$ cat src/rtl/unscr_pkg.sv
package unscr_pkg;

    localparam int ADDR_W = 16;
    localparam int DATA_W = 8;
    localparam int MODE_W = 3;
    localparam int IDX_W  = 3;
    localparam int NMODES = 1 << MODE_W;
    localparam int NIDX   = 1 << IDX_W;
    localparam int ROW_W  = NIDX * IDX_W;

    localparam logic [ADDR_W-1:0] MODE_MASK  = 16'hF007;
    localparam logic [ADDR_W-1:0] MODE_MATCH = 16'h5007;
    localparam logic [ADDR_W-1:0] RAM_LO     = 16'h6000;
    localparam logic [ADDR_W-1:0] ROM_LO     = 16'h8000;

    typedef logic [MODE_W-1:0] mode_t;
    typedef logic [IDX_W-1:0]  idx_t;
    typedef logic [ROW_W-1:0]  row_t;

    typedef enum logic [1:0] {
        RGN_NONE = 2'd0,
        RGN_MODE = 2'd1,
        RGN_RAM  = 2'd2,
        RGN_ROM  = 2'd3
    } region_e;

    typedef struct packed {
        logic              we;
        logic [ADDR_W-1:0] addr;
        logic [DATA_W-1:0] data;
    } fwd_s;

    // Rows are packed with entry 0 in the least significant slot.
    localparam row_t ROW_IDENT = {3'd7, 3'd6, 3'd5, 3'd4, 3'd3, 3'd2, 3'd1, 3'd0};

    // Register index permutation rows.
    localparam row_t AROW_M1 = {3'd7, 3'd6, 3'd5, 3'd1, 3'd4, 3'd0, 3'd2, 3'd3};
    localparam row_t AROW_M3 = {3'd4, 3'd6, 3'd7, 3'd3, 3'd2, 3'd1, 3'd0, 3'd5};
    localparam row_t AROW_M4 = {3'd7, 3'd6, 3'd4, 3'd2, 3'd5, 3'd0, 3'd1, 3'd3};

    // Bank-select low data bit permutation rows.
    localparam row_t DROW_M1 = {3'd5, 3'd4, 3'd3, 3'd7, 3'd1, 3'd6, 3'd2, 3'd0};
    localparam row_t DROW_M2 = {3'd3, 3'd6, 3'd2, 3'd7, 3'd1, 3'd4, 3'd5, 3'd0};
    localparam row_t DROW_M3 = {3'd1, 3'd4, 3'd2, 3'd5, 3'd7, 3'd3, 3'd6, 3'd0};
    localparam row_t DROW_M4 = {3'd4, 3'd7, 3'd1, 3'd6, 3'd3, 3'd5, 3'd2, 3'd0};

    function automatic row_t addr_row(input int m);
        case (m)
            1:       return AROW_M1;
            3:       return AROW_M3;
            4:       return AROW_M4;
            default: return ROW_IDENT;
        endcase
    endfunction

    function automatic row_t data_row(input int m);
        case (m)
            1:       return DROW_M1;
            2:       return DROW_M2;
            3:       return DROW_M3;
            4:       return DROW_M4;
            default: return ROW_IDENT;
        endcase
    endfunction

    function automatic idx_t row_pick(input row_t row, input idx_t i);
        return row[i*IDX_W +: IDX_W];
    endfunction

    function automatic idx_t idx_of_addr(input logic [ADDR_W-1:0] a);
        return {a[14:13], a[0]};
    endfunction

    function automatic logic [ADDR_W-1:0] addr_of_idx(input idx_t i);
        logic [ADDR_W-1:0] a;
        a        = ROM_LO;
        a[14:13] = i[2:1];
        a[0]     = i[0];
        return a;
    endfunction

endpackage

$ cat src/rtl/unscr_region_dec.sv
module unscr_region_dec
    import unscr_pkg::*;
(
    input  logic [ADDR_W-1:0] addr,
    output region_e           region
);
    always_comb begin
        if ((addr & MODE_MASK) == MODE_MATCH) begin
            region = RGN_MODE;
        end else if (addr >= ROM_LO) begin
            region = RGN_ROM;
        end else if (addr >= RAM_LO) begin
            region = RGN_RAM;
        end else begin
            region = RGN_NONE;
        end
    end
endmodule

$ cat src/rtl/unscr_mode_reg.sv
module unscr_mode_reg
    import unscr_pkg::*;
(
    input  logic              clk,
    input  logic              rst,
    input  logic              load,
    input  logic [DATA_W-1:0] wdata,
    output mode_t             mode
);
    always_ff @(posedge clk) begin
        if (rst) begin
            mode <= '0;
        end else if (load) begin
            mode <= wdata[MODE_W-1:0];
        end
    end

    // a load takes the low data bits, otherwise the mode holds.
    assert_mode_load_R1: assert property (@(posedge clk) disable iff (rst)
        load |=> mode == $past(wdata[MODE_W-1:0]));
    assert_mode_hold_R1: assert property (@(posedge clk) disable iff (rst)
        !load |=> $stable(mode));
    // reset returns mode 0.
    assert_mode_reset_R11: assert property (@(posedge clk)
        rst |=> mode == '0);
endmodule

$ cat src/rtl/unscr_addr_map.sv
module unscr_addr_map
    import unscr_pkg::*;
(
    input  mode_t             mode,
    input  logic [ADDR_W-1:0] addr_in,
    output idx_t              real_idx,
    output logic [ADDR_W-1:0] real_addr
);
    idx_t cand [NMODES];
    idx_t in_idx;

    assign in_idx = idx_of_addr(addr_in);

    for (genvar g = 0; g < NMODES; g++) begin : g_mode_row
        localparam row_t ROW = addr_row(g);
        assign cand[g] = row_pick(ROW, in_idx);
    end

    assign real_idx  = cand[mode];
    assign real_addr = addr_of_idx(real_idx);
endmodule

$ cat src/rtl/unscr_data_map.sv
module unscr_data_map
    import unscr_pkg::*;
(
    input  mode_t             mode,
    input  idx_t              real_idx,
    input  logic [DATA_W-1:0] data_in,
    output logic [DATA_W-1:0] data_out
);
    idx_t cand [NMODES];

    for (genvar g = 0; g < NMODES; g++) begin : g_mode_row
        localparam row_t ROW = data_row(g);
        assign cand[g] = row_pick(ROW, data_in[IDX_W-1:0]);
    end

    always_comb begin
        data_out = data_in;
        if (real_idx == '0) begin
            data_out                 = '0;
            data_out[DATA_W-1:6]     = data_in[DATA_W-1:6];
            data_out[IDX_W-1:0]      = cand[mode];
        end
    end
endmodule

$ cat src/rtl/wr_unscrambler.sv
module wr_unscrambler
    import unscr_pkg::*;
(
    input  logic        clk,
    input  logic        rst,
    input  logic        cpu_we,
    input  logic [15:0] cpu_addr,
    input  logic [7:0]  cpu_data,
    output logic        fwd_we,
    output logic [15:0] fwd_addr,
    output logic [7:0]  fwd_data
);
    region_e           region;
    mode_t             mode;
    idx_t              real_idx;
    logic [ADDR_W-1:0] rom_addr;
    logic [DATA_W-1:0] rom_data;
    fwd_s              nxt;
    fwd_s              cur;

    unscr_region_dec u_region (
        .addr   (cpu_addr),
        .region (region)
    );

    unscr_mode_reg u_mode (
        .clk   (clk),
        .rst   (rst),
        .load  (cpu_we && region == RGN_MODE),
        .wdata (cpu_data),
        .mode  (mode)
    );

    unscr_addr_map u_amap (
        .mode      (mode),
        .addr_in   (cpu_addr),
        .real_idx  (real_idx),
        .real_addr (rom_addr)
    );

    unscr_data_map u_dmap (
        .mode     (mode),
        .real_idx (real_idx),
        .data_in  (cpu_data),
        .data_out (rom_data)
    );

    always_comb begin
        nxt = cur;
        nxt.we = 1'b0;
        if (cpu_we) begin
            case (region)
                RGN_ROM: begin
                    nxt.we   = 1'b1;
                    nxt.addr = rom_addr;
                    nxt.data = rom_data;
                end
                RGN_RAM: begin
                    nxt.we   = 1'b1;
                    nxt.addr = cpu_addr;
                    nxt.data = cpu_data;
                end
                default: ;
            endcase
        end
    end

    always_ff @(posedge clk) begin
        if (rst) begin
            cur <= '0;
        end else begin
            cur <= nxt;
        end
    end

    assign fwd_we   = cur.we;
    assign fwd_addr = cur.addr;
    assign fwd_data = cur.data;

    // every write at or above $6000 yields a strobe one cycle later.
    assert_strobe_latency_R8: assert property (@(posedge clk) disable iff (rst)
        (cpu_we && cpu_addr >= 16'h6000) |=> fwd_we);
    // nothing below $6000 (or no write at all) yields a strobe.
    assert_no_strobe_R10: assert property (@(posedge clk) disable iff (rst)
        !(cpu_we && cpu_addr >= 16'h6000) |=> !fwd_we);
    // work-RAM window is forwarded untouched.
    assert_ram_pass_R9: assert property (@(posedge clk) disable iff (rst)
        (cpu_we && cpu_addr >= 16'h6000 && cpu_addr < 16'h8000)
        |=> (fwd_addr == $past(cpu_addr) && fwd_data == $past(cpu_data)));
    // register writes land on one of the eight canonical addresses.
    assert_rom_form_R2: assert property (@(posedge clk) disable iff (rst)
        (cpu_we && cpu_addr[15]) |=> (fwd_addr[15] && fwd_addr[12:1] == '0));
    // data is untouched unless the target is the bank-select register.
    assert_data_keep_R6: assert property (@(posedge clk) disable iff (rst)
        (cpu_we && cpu_addr[15])
        |=> (fwd_addr == 16'h8000 || fwd_data == $past(cpu_data)));
    // bank-select data keeps bits 7:6 and clears bits 5:3.
    assert_data_bits_R5: assert property (@(posedge clk) disable iff (rst)
        (cpu_we && cpu_addr[15])
        |=> (fwd_addr != 16'h8000 ||
             (fwd_data[5:3] == 3'b000 && fwd_data[7:6] == $past(cpu_data[7:6]))));
    // reset clears the forward port.
    assert_port_reset_R11: assert property (@(posedge clk)
        rst |=> (!fwd_we && fwd_addr == '0 && fwd_data == '0));
endmodule

$ cat config.mk
export PLATFORM = sky130hd
export DESIGN_NAME = wr_unscrambler
export DESIGN_NICKNAME = d
export VERILOG_FILES = /design/src/rtl/unscr_pkg.sv /design/src/rtl/unscr_region_dec.sv /design/src/rtl/unscr_mode_reg.sv /design/src/rtl/unscr_addr_map.sv /design/src/rtl/unscr_data_map.sv /design/src/rtl/wr_unscrambler.sv
export SDC_FILE = /design/constraint.sdc
export NUM_CORES = 1
export LEC_CHECK = 0
export CELL_PAD_IN_SITES_DETAIL_PLACEMENT = 0
export CELL_PAD_IN_SITES_GLOBAL_PLACEMENT = 1
export CORE_MARGIN = 2
export CORE_UTILIZATION = 37
export DETAILED_ROUTE_END_ITERATION = 6
export PLACE_DENSITY = 0.82
export SLEW_MARGIN = 20
export SYNTH_ARGS = -nofsm -noshare
export SYNTH_HDL_FRONTEND = slang
export SYNTH_HIERARCHICAL = 1
export SYNTH_SLANG_ARGS = --single-unit
export TNS_END_PERCENT = 100
$ cat constraint.sdc
create_clock -name clk -period 2.6 [get_ports clk]
set_input_delay 0.52 -clock clk [delete_from_list [all_inputs] [get_ports clk]]
set_output_delay 0.52 -clock clk [all_outputs]
set_load 0.05 [all_outputs]
==> results of run 1 <==
-- metal layers --
| layer | vias up | share of wire |
|---|---|---|
| met5 | - | 0 |
| met4 | 0 | 0.0080 |
| met3 | 5 | 0.043 |
| met2 | 45 | 0.49 |
| met1 | 855 | 0.46 |
| li1 | 935 | - |
-- through the flow --
stage | util | setup TNS [ps] | total power, mW
2_1_floorplan | - | 0 | 0.805
3_3_place_gp | 0.481 | -1740 | 0.933
3_5_place_dp | 0.481 | -2050 | 0.935
4_1_cts | 0.495 | 0 | 1.28
5_1_grt | 0.497 | 0 | 1.33
6_report | 0.497 | 0 | 1.28
-- layout by cell type (no fill, tap or decap), types with 4 or more instances in the layout --
master,instances
nor2b_1,4
nor2_1,7
a211oi_1,4
o21ai_0,5
dfxtp_1,27
clkdlybuf4s50_1,48
o21ai_1,5
mux2i_1,28
and2_1,4
inv_1,5
a21oi_1,28
a211oi_2,20
buf_4,27
conb_1,13
-- worst paths after layout --
| check | startpoint | endpoint | slack [ps] | cells past startpoint |
|---|---|---|---|---|
| max | cpu_addr[14] | fwd_data[1] | 200 | 11 |
| min | fwd_addr[7] | fwd_addr[7] | 530 | 2 |
| max reg2reg | u_mode/mode[2] | fwd_data[1] | 250 | 9 |
| min reg2reg | fwd_addr[7] | fwd_addr[7] | 530 | 2 |
-- flip-flops by register name (all words and copies together) (netlist names) --
| register | cells |
|---|---|
| fwd_data | 8 |
| fwd_we | 1 |
| u_mode/mode | 3 |
| fwd_addr | 16 |
-- worst max-delay path: stages --
cell           delay [ps]
dlygate4sd2_1         300
buf_4                 180
and3b_1               150
a31oi_1               160
nand4_1               200
or3_1                 410
nor2_2                150
o211ai_1              100
o211ai_1              100
mux2i_1               120
a211oi_2              210
-- what timing repair did --
item / in CTS / in global routing
gates resized for setup: 3 / 5
gates cloned: 0 / 0
hold buffers: 0 / 0
pin swaps: 1 / 0
setup buffers: 1 / 0
setup endpoints to repair: 6 / 6
-- power breakdown --
part,leakage (nW),switching [mW],internal [mW]
clock network,0.0357,0.142,0.206
logic,0.836,0.256,0.189
registers,0.232,0.0218,0.460
-- kinds of logic (layout without fill, tap and decap cells) --
group           after synthesis  count (layout)
buf+inv                      46              87
simple gates                 43              43
compound gates               81              81
mux                          29              29
other cells                   2              13
xor+xnor                      1               1
flops                        28              28
fa+ha+maj                     3               3
-- final cells by class --
| cell class | count | area (sq um) | share of cell area |
|---|---|---|---|
| clock buffers | 3 | 41.3 | 0.0149 |
| clock inverters | 1 | 30.0 | 0.0108 |
| inverters | 5 | 18.8 | 0.00678 |
| multi-input cells | 170 | 1320 | 0.476 |
| flip-flops and latches | 28 | 562 | 0.203 |
| well taps | 72 | 90.1 | 0.0325 |
| repair buffers | 78 | 709 | 0.256 |
==> reports/metrics.cfg, run 1 <==
[status]
run_status = finished clean

[synthesis]
synthTopCellsByCount = 28 x a21oi_1, 28 x dfxtp_1, 28 x mux2i_1, 22 x buf_4, 20 x a211oi_2
synthMuxAreaShare = 0.135
synth_compound_area_frac = 0.294
yosysTopAreaCellShare = 0.260
synthSimpleGateAreaFrac = 0.134
ys_warn_count = 6
synth_edf_count = 0
netlist_instances = 233
synthXorXnorAreaFrac = 0.00407
yosys.area.top_type = dfxtp_1
synth_area_sq_um = 2150
synth_seq_cells = 28
synth_fa_ha_area_frac = 0.0174
ys_types = 54
synthArstFlopShare = 0
syn_area_per_cell_sq_um = 9.25
ys.flop_type = dfxtp_1
yosysSeqAreaShare = 0.260
netlist_top_cells_area = dfxtp_1 26%, mux2i_1 13%, a211oi_2 12%
synth_top_family_by_area = compound AO/OA/AOI/OAI gates

[clock_network]
cts_buffer_depth = 2
cts_tree = built
clock-root-buffer = clkbuf_8
cts.sinks = 28
cts.clk_slew.worst_paths_ps = 90
cts_made_buffers = 3
insertion_delay_ps = 280
htree_levels = 1

[timing]
finalHoldViolCount = 0
max_slew_margin = 0.655
finalCritPeriodShare = 0.923
setup_violations = 0
max_freq_ghz = 0.417
rsz0062_at_grt = false
holdWs_ps = 529
finalClockSkew_ps = 10.6
slew_violations = 0
fin_crit_ps = 2400
tightest_slew_ps = 515
worst_slack_ps = 201

[final_layout]
nFillCells = 539
drive_gt1_frac = 0.214
stdcell_area_sq_um = 2770
antenna_cells = 0
nNetsFinal = 316
fin_cells = 357
syn_to_final_growth_pct = 28.6

[setup_path]
startpoint_type = input pin
crit_type = input pin to register
cp.required_ps = 2800
critPathMaxFanout = 7
arrival_ps = 2600
endpoint_kind = register

[global_routing]
grt.total_usage = 0.163
gr-usage-met1 = 0.212
top_usage_layer = met2
grt_util_met3 = 0.0270
use_met2 = 0.282
grt-ovfl-total = 0
grt_max_degree = 29
antenna_found_initial = 0
grt_pass1_wl_microns = 8600
first_global_vias = 1813

[placement]
place_area_sq_um = 2680
place_congestion = 0.877
post-place-ws_ps = -415
dpl.hpwl_microns = 3610
port_buffers = 51
dp.cells = 352

[power_and_ir_drop]
cellLeakagePower_nw = 1.10
vdd_ir_drop_max_mv = 0.327
power_density_nw_per_um2 = 461

[floorplanning]
io_pins = 52
initial_core_util = 0.387
die_x_microns = 80.3
core_sq_um = 5570
dieArea_sq_um = 6450
die_y_microns = 80.3
fp-row-count = 27

[route]
drtIter0Drc = 88
wirelength_microns = 5100
route.detailed.drc = 0
wl_per_cell_microns = 14.3
ant_nets = 0
drt-pass1-iter-count = 4
vias = 1840
routed_via_density = 5.15

[min_path]
hold_class = register to register

[run]
maxCapViolations = 0

(Power assumes the default switching activity.)
==> inputs of run 2 (changes only) <==
--- a/config.mk
+++ b/config.mk
@@ -10,7 +10,8 @@
 export CORE_MARGIN = 2
 export CORE_UTILIZATION = 37
 export DETAILED_ROUTE_END_ITERATION = 6
-export PLACE_DENSITY = 0.82
+export MAX_ROUTING_LAYER = met4
+export PLACE_DENSITY_LB_ADDON = 0.1
 export SLEW_MARGIN = 20
 export SYNTH_ARGS = -nofsm -noshare
 export SYNTH_HDL_FRONTEND = slang
==> reports/metrics.cfg, run 2 (synthesized netlist as in run 1, its figures left out) <==
[final_layout]
stdcell_area_sq_um = 2760
fin_cells = 356
nFillCells = 557
nNetsFinal = 315
layout_common_cells = 48 x clkdlybuf4s50_1, 28 x mux2i_1, 28 x a21oi_1
largest_reg_flops = 16
layout_commonest_cell = clkdlybuf4s50_1
antenna_cells = 0
syn_to_final_growth_pct = 27.9
drive_gt1_frac = 0.208

[route]
ant_nets = 0
drt-pass1-iter-count = 4
wl_per_cell_microns = 14.2
vias = 1806
routed_via_density = 5.07
route.detailed.drc = 0
drtIter0Drc = 73
wirelength_microns = 5070

[timing]
finalCritPeriodShare = 0.944
holdWs_ps = 522
setup_violations = 0
fin_crit_ps = 2450
finalHoldViolCount = 0
rsz0062_at_grt = false
max_slew_margin = 0.645
finalClockSkew_ps = 3.47
tightest_slew_ps = 531
slew_violations = 0
max_freq_ghz = 0.407

[setup_path]
endpoint_kind = register
reg2regPathDepth = 9
reg2reg_from = u_mode/mode[2]
r2r_setup_slack_ps = 200
timing.rr.end = fwd_data[1]
startpoint_type = input pin
critPathMaxFanout = 8
arrival_ps = 2660
crit_type = input pin to register
cp.required_ps = 2800

[global_routing]
grt-ovfl-total = 0
first_global_vias = 1739
antenna_found_initial = 0
grt_pass1_wl_microns = 8680
grt.total_usage = 0.169
grt_max_degree = 29

[power_and_ir_drop]
power_density_nw_per_um2 = 460
cellLeakagePower_nw = 1.09
p_sw_frac = 0.327
switchingPower_mw = 0.414
finalPower_mw = 1.27
p_int_mw = 0.853
combPwrFrac = 0.349
clock_power_share = 0.272
power_frac_seq = 0.379
vdd_ir_drop_max_mv = 0.280

[min_path]
hold_class = register to register
whs_path_depth = 2
hold_end = fwd_addr[9]
hp-start = fwd_addr[9]

[clock_network]
cts_made_buffers = 3
htree_levels = 1
cts_setup_buffers = 0
cts.clk_slew.worst_paths_ps = 100
cts_buffer_depth = 2
cts.sinks = 28
hold_buffers = 0
cts_tree = built
clock-root-buffer = clkbuf_8
insertion_delay_ps = 270

[floorplanning]
die_x_microns = 80.3
core_sq_um = 5570
die_y_microns = 80.3
fp-row-count = 27
initial_core_util = 0.387
dieArea_sq_um = 6450
io_pins = 52

[placement]
port_buffers = 51
dpl.hpwl_microns = 3640
dp.cells = 352
place_area_sq_um = 2680
place_congestion = 0.771

[run]
maxCapViolations = 0

[status]
run_status = finished clean

==> run 2: changes by cell type in the layout (fill, tap and decap cells not counted), sizes merged <==
cell and delta:
buf -1, dlygate4sd2 +1, dlymetal6s2s -1
==> run 2: worst max-delay path by stage <==
stage                      start          end  slack (ps)  depth (start not counted)
CTS                 cpu_addr[13]  fwd_data[1]         120                         10
detailed placement  cpu_addr[13]  fwd_data[1]        -430                         10
finish              cpu_addr[14]  fwd_data[1]         150                         10
global route        cpu_addr[14]  fwd_data[2]           1                         11
floorplan           cpu_addr[13]  fwd_data[1]         180                         11
global placement    cpu_addr[13]  fwd_data[1]        -370                         10
==> run 2: stage by stage <==
step | setup TNS, ps | utilization | worst slack, ps
4_1_cts | 0 | 0.493 | 119
2_1_floorplan | 0 | - | 182
3_3_place_gp | -1960 | 0.481 | -371
5_1_grt | 0 | 0.495 | 1.30
3_5_place_dp | -2210 | 0.481 | -433
6_report | 0 | 0.495 | 145
==> run 2: repair_timing <==
action                                  4_1_cts  5_1_grt
resized for setup                             3        4
endpoints found under the setup margin        6        2
pin swaps                                     0        0
==> run 2: critical path, stage by stage <==
cell and delay (ps):
dlygate4sd2_1 320, and2_0 190, o21a_1 160, a211o_1 300, or3_1 430, nor2_1 200
o211ai_1 120, o211ai_1 100, mux2i_1 110, a211oi_2 210
==> run 2: power by group through the flow <==
stage	Combinational [mW]	Sequential [mW]	Clock (mW)
2_1_floorplan	0.215	0.590	0
3_3_place_gp	0.446	0.491	0
3_5_place_dp	0.447	0.490	0
4_1_cts	0.447	0.480	0.356
5_1_grt	0.477	0.484	0.369
6_report	0.442	0.481	0.345
==> run 2: layout make-up <==
cell class,count,area (sq um),area share
multi-input cells,170,1320,0.478
repair buffers,77,698,0.253
flip-flops and latches,28,562,0.204
well taps,72,90.1,0.0327
clock buffers,3,41.3,0.0150
clock inverters,1,30.0,0.0109
inverters,5,18.8,0.00681
==> run 2: routing by layer <==
metal,track usage,up-vias,share of wire
li1,-,939,-
met5,-,-,0
met2,0.261,28,0.46
met4,0.0254,0,0.0036
met1,0.241,837,0.50
met3,0.0236,2,0.034
